--- src/rtl/dsum_pkg.sv ---
package dsum_pkg;

    localparam int DIGIT_W = 4;
    localparam int SEG_W   = 7;
    localparam int RADIX   = 10;

    typedef logic [DIGIT_W-1:0] bcd_t;
    typedef logic [SEG_W-1:0]   seg_t;

    typedef struct packed {
        logic carry;
        bcd_t nib;
    } bin_sum_t;

    typedef struct packed {
        logic tens;
        bcd_t units;
    } dec_sum_t;

    // Next value of a decade counter.
    function automatic bcd_t digit_next(input bcd_t d);
        return (d >= bcd_t'(RADIX - 1)) ? '0 : d + bcd_t'(1);
    endfunction

    // Active-low glyph, bit 0 = a .. bit 6 = g; non-digits are blank.
    function automatic seg_t seg_glyph(input bcd_t d);
        seg_t on;
        case (d)
            4'd0:    on = 7'h3F;
            4'd1:    on = 7'h06;
            4'd2:    on = 7'h5B;
            4'd3:    on = 7'h4F;
            4'd4:    on = 7'h66;
            4'd5:    on = 7'h6D;
            4'd6:    on = 7'h7D;
            4'd7:    on = 7'h07;
            4'd8:    on = 7'h7F;
            4'd9:    on = 7'h6F;
            default: on = 7'h00;
        endcase
        return ~on;
    endfunction

endpackage

--- src/rtl/dsum_debounce.sv ---
module dsum_debounce #(
    parameter int SYNC_STAGES   = 2,
    parameter int STABLE_CYCLES = 64
) (
    input  logic clk,
    input  logic rst,
    input  logic btn_raw,
    output logic release_pulse
);
    localparam int CNT_W = $clog2(STABLE_CYCLES + 1);
    localparam logic [CNT_W-1:0] CNT_LAST = CNT_W'(STABLE_CYCLES - 1);

    logic [SYNC_STAGES-1:0] sync_q;
    logic [CNT_W-1:0]       cnt_q;
    logic                   level_q;
    logic                   level_d1_q;
    logic                   btn_s;

    assign btn_s = sync_q[SYNC_STAGES-1];

    always_ff @(posedge clk) begin
        if (rst) begin
            sync_q     <= '0;
            cnt_q      <= '0;
            level_q    <= 1'b0;
            level_d1_q <= 1'b0;
        end else begin
            sync_q     <= {sync_q[SYNC_STAGES-2:0], btn_raw};
            level_d1_q <= level_q;
            if (btn_s == level_q) begin
                cnt_q <= '0;
            end else if (cnt_q == CNT_LAST) begin
                cnt_q   <= '0;
                level_q <= btn_s;
            end else begin
                cnt_q <= cnt_q + CNT_W'(1);
            end
        end
    end

    assign release_pulse = level_d1_q & ~level_q;

endmodule

--- src/rtl/dsum_operand.sv ---
module dsum_operand
    import dsum_pkg::*;
(
    input  logic clk,
    input  logic rst,
    input  logic step,
    output bcd_t digit
);
    bcd_t digit_q;

    always_ff @(posedge clk) begin
        if (rst)       digit_q <= '0;
        else if (step) digit_q <= digit_next(digit_q);
    end

    assign digit = digit_q;

endmodule

--- src/rtl/dsum_correct.sv ---
module dsum_correct
    import dsum_pkg::*;
(
    input  bcd_t     opa,
    input  bcd_t     opb,
    output dec_sum_t result
);
    bin_sum_t raw;
    bcd_t     fixed;
    logic     b0, b1, b2, b3;

    // Stage 1: plain binary add with carry.
    assign raw = bin_sum_t'({1'b0, opa} + {1'b0, opb});

    // Stage 2: add six only when stage 1 carried (sums 16..18).
    assign fixed = raw.nib + (raw.carry ? bcd_t'(6) : bcd_t'(0));

    assign {b3, b2, b1, b0} = fixed;

    // Fold 10..15 to 0..5; 0..9 pass unchanged.
    always_comb begin
        result.units[0] = b0;
        result.units[1] = (~b3 & b1) | (b3 & b2 & ~b1);
        result.units[2] = (~b3 & b2) | (b2 & b1);
        result.units[3] = b3 & ~b2 & ~b1;
        result.tens     = raw.carry | (b3 & (b1 | b2));
    end

endmodule

--- src/rtl/decsum_top.sv ---
module decsum_top
    import dsum_pkg::*;
#(
    parameter int SYNC_STAGES   = 2,
    parameter int STABLE_CYCLES = 64
) (
    input  logic       clk,
    input  logic       rst,
    input  logic       btn_a,
    input  logic       btn_b,
    output logic [3:0] opa_digit,
    output logic [3:0] opb_digit,
    output logic [3:0] sum_units,
    output logic       sum_tens,
    output logic [6:0] seg_a,
    output logic [6:0] seg_b,
    output logic [6:0] seg_units,
    output logic [6:0] seg_tens
);
    localparam int N_OPS    = 2;
    localparam int N_DIGITS = 4;

    logic     [N_OPS-1:0] btn_vec;
    logic     [N_OPS-1:0] step_vec;
    bcd_t                 op_digit [N_OPS];
    bcd_t                 disp_digit [N_DIGITS];
    seg_t                 disp_seg [N_DIGITS];
    dec_sum_t             sum;

    assign btn_vec = {btn_b, btn_a};

    for (genvar i = 0; i < N_OPS; i++) begin : g_op
        dsum_debounce #(
            .SYNC_STAGES  (SYNC_STAGES),
            .STABLE_CYCLES(STABLE_CYCLES)
        ) deb_i (
            .clk          (clk),
            .rst          (rst),
            .btn_raw      (btn_vec[i]),
            .release_pulse(step_vec[i])
        );

        dsum_operand cnt_i (
            .clk  (clk),
            .rst  (rst),
            .step (step_vec[i]),
            .digit(op_digit[i])
        );
    end

    dsum_correct corr_i (
        .opa   (op_digit[0]),
        .opb   (op_digit[1]),
        .result(sum)
    );

    assign disp_digit[0] = op_digit[0];
    assign disp_digit[1] = op_digit[1];
    assign disp_digit[2] = sum.units;
    assign disp_digit[3] = {3'b000, sum.tens};

    for (genvar d = 0; d < N_DIGITS; d++) begin : g_seg
        assign disp_seg[d] = seg_glyph(disp_digit[d]);
    end

    assign opa_digit = op_digit[0];
    assign opb_digit = op_digit[1];
    assign sum_units = sum.units;
    assign sum_tens  = sum.tens;
    assign seg_a     = disp_seg[0];
    assign seg_b     = disp_seg[1];
    assign seg_units = disp_seg[2];
    assign seg_tens  = disp_seg[3];

endmodule

--- config.mk ---
export PLATFORM = sky130hd
export DESIGN_NAME = decsum_top
export DESIGN_NICKNAME = d
export VERILOG_FILES = /design/src/rtl/dsum_pkg.sv /design/src/rtl/dsum_debounce.sv /design/src/rtl/dsum_operand.sv /design/src/rtl/dsum_correct.sv /design/src/rtl/decsum_top.sv
export SDC_FILE = /design/constraint.sdc
export NUM_CORES = 1
export LEC_CHECK = 0
export BUFFER_PORTS_ARGS = -buffer_cell sky130_fd_sc_hd__buf_2
export CAP_MARGIN = 40
export CORE_UTILIZATION = 52
export CTS_CLUSTER_DIAMETER = 200
export DETAILED_ROUTE_END_ITERATION = 10
export PLACE_DENSITY = 0.8
export REMOVE_ABC_BUFFERS = 1
export SLEW_MARGIN = 20
export SYNTH_ARGS = -nofsm -noshare
export SYNTH_HDL_FRONTEND = slang
export SYNTH_SLANG_ARGS = --single-unit
--- constraint.sdc ---
create_clock -name clk -period 4.55 [get_ports clk]
set_input_delay 0.455 -clock clk [delete_from_list [all_inputs] [get_ports clk]]
set_output_delay 0.455 -clock clk [all_outputs]
set_load 0.02 [all_outputs]
==> impl_metrics.ini <==
[clock_network]
htreeDepth = 2
cts_hold_buf = 0
cts_num_sinks = 44
cts-root-buf = clkbuf_8
clk_pin_slew_worst_paths_ns = 0.08
clk_latency_ns = 0.30
cts_tree = done
cts_made_buffers = 5
cts_buffer_depth = 2

[sta]
worst_pin_slew_ns = 0.555
slew_violations = 0
period_share_pct = 96.0
skew_ns = 0.00650
rsz0062_at_grt = no
max_freq_mhz = 229
setup_viol = 0
hold_violations = 0
min_period_ns = 4.37
fin_tns_setup_ns = 0
slew_headroom_pct = 61.9

[synth]
synth_seq_cells = 44
synth_area_mm2 = 0.00253
synth_cells = 293
synth_top_area_share_pct = 34.7
async_reset_ff_share_pct = 0
synth_edf_count = 0
synth_area_leaders = dfxtp_1 (35%), ha_1 (13%), nor2_1 (5.9%), inv_1 (4.4%), xnor2_1 (3.1%)
ys.warnings.count = 0
yosysMostFrequentCell = dfxtp_1
yosys.area.top_type = dfxtp_1
synth_common_cells = dfxtp_1 (44), nor2_1 (40), inv_1 (30), ha_1 (27), a21oi_1 (15)
ys.flop_type = dfxtp_1
synth_cell_types = 49
avgSynthCellArea_um2 = 8.65
seq_area_frac_synth_pct = 34.7

[floorplanning]
start_util_pct = 54.0
die_area_mm2 = 0.00516
ios = 45
die_width_um = 71.8
core_mm2 = 0.00469
die_h_um = 71.8
core.rowCount = 25

[placed_design]
dpl.hpwl_um = 3590
gp_congestion = 0.920
port_buffers = 41
placed_cell_area_mm2 = 0.00275
placedCellCount = 380

[finish]
multi_input_area_mm2 = 0.00153
layout.cells.non_filler = 390
stdcell_area_mm2 = 0.00291
final_util_pct = 62.0
regArea_um2 = 886
drive_above_1_share_pct = 22.3
antenna-diode-count = 0
fin_nets = 367
num-fill-cells = 396
synthToLayoutAreaGrowth_pct = 14.8

[power_and_ir_drop]
finalPower_w = 0.000655
vdd_drop_max_uv = 210
power_density_mw_per_mm2 = 225
p_leak_nw = 1.46

[critical_path]
cp_data_arrival_time_ns = 3.91
start_kind = flip-flop
r2r-start = g_op[0].cnt_i.digit[1]
cp-end-kind = output port
setup.worst_path.class = flip-flop to output port
startpoint = g_op[0].cnt_i.digit[0]
crit_fanout = 7
worstPathRequired_ns = 4.09

[grt]
antenna_found_initial = 0
grt-ovfl-total = 0
grt_pass1_vias = 1855
grt_max_degree = 17
grt_usage_pct = 19.3
grt_pass1_wl_um = 7820

[min_path]
min_path_type = primary input to flip-flop
min-delay-start = btn_a

[flow_run]
maxCapViolCount = 0

[route]
dr.pass1.iters = 4
drt_iter0_drc = 105
wl_um = 4870
wl_per_cell_um = 12.5
vias = 2056
drc = 0
via_per_inst = 5.27
postRouteAntennaNets = 0

[status]
status = complete, no violations
cell type report:
cell class                      instances  area share (%)
Multi-Input combinational cell        211            52.5
Sequential cell                        44            30.4
Timing Repair Buffer                   43            7.65
Inverter                               30            3.87
Clock buffer                            7            2.97
Tap cell                               54            2.32
Clock inverter                          1           0.258
cell families after synthesis:
logic type	Yosys count	share of synthesized area, %
mux	6	2.42
simple gates	102	20.1
xor+xnor	18	6.52
other cells	2	0.296
flops	44	34.7
buf+inv	39	6.81
compound gates	54	15.0
fa+ha+maj	28	14.1
layout by cell type (no fill, tap or decap), drive strengths merged, types with 3 or more instances in the layout:
| cell type | n |
|---|---|
| dfxtp | 44 |
| buf | 43 |
| nor2 | 40 |
| inv | 30 |
| ha | 27 |
| a21oi | 15 |
| nor2b | 12 |
| nand2 | 11 |
| o21ai | 11 |
| xnor2 | 10 |
| nand2b | 8 |
| xor2 | 8 |
| nand3 | 7 |
| clkbuf | 7 |
| nor3 | 6 |
| mux2i | 5 |
| a31oi | 4 |
| and3 | 4 |
| or2 | 4 |
| a211oi | 4 |
| conb | 3 |
repair_timing:
action                                  in CTS  in global routing
pin swaps                                    1                  7
buffers inserted                             2                  0
gates resized for setup                      5                  9
endpoints found under the setup margin       3                  4
final timing paths:
path / endpoint / slack, ns / cells past startpoint
worst max-delay path: seg_units[4] / 0.18 / 14
worst min-delay path: g_op[0].deb_i.sync_q[0] / 0.37 / 2
worst max register to register: flip-flop / 1.85 / 9
worst min register to register: g_op[1].deb_i.sync_q[1] / 0.44 / 1
per-layer routing:
layer / part of all wire, % / GRT usage (%)
met5: 0 / 0
met1: 44 / 22.8
met4: 1.7 / 9.59
met2: 50 / 31.9
met3: 4.2 / 5.77
stage by stage:
| step | hold slack (ns) | setup slack [ns] |
|---|---|---|
| after floorplan | 0.414 | -0.688 |
| after CTS | 0.366 | 0.0175 |
| after global routing | 0.363 | 0.0190 |
| final | 0.372 | 0.180 |
| after global placement | 0.426 | 0.283 |
| after detailed placement | 0.429 | 0.130 |
worst max-delay path: stages (launching register included):
cell and delay, ns:
dfxtp_4 0.38, ha_2 0.20, fa_2 0.56, nor3b_2 0.29, ha_2 0.28, and2b_1 0.18
a211o_1 0.29, o32a_4 0.40, and2_4 0.19, a21oi_2 0.13, ha_1 0.21, nor2b_1 0.15
o211a_1 0.14, a211oi_1 0.04, buf_2 0.17
report_power, final:
| part | total (W) | switching, W | internal (W) | leakage (nW) |
|---|---|---|---|---|
| combinational | 0.0000128 | 0.00000859 | 0.00000421 | 1.06 |
| clock | 0.000255 | 0.000132 | 0.000123 | 0.0445 |
| sequential | 0.000387 | 0.00000104 | 0.000386 | 0.357 |
| total | 0.000655 | 0.000142 | 0.000514 | 1.46 |
No activity file was read; power rests on OpenSTA's default activity.
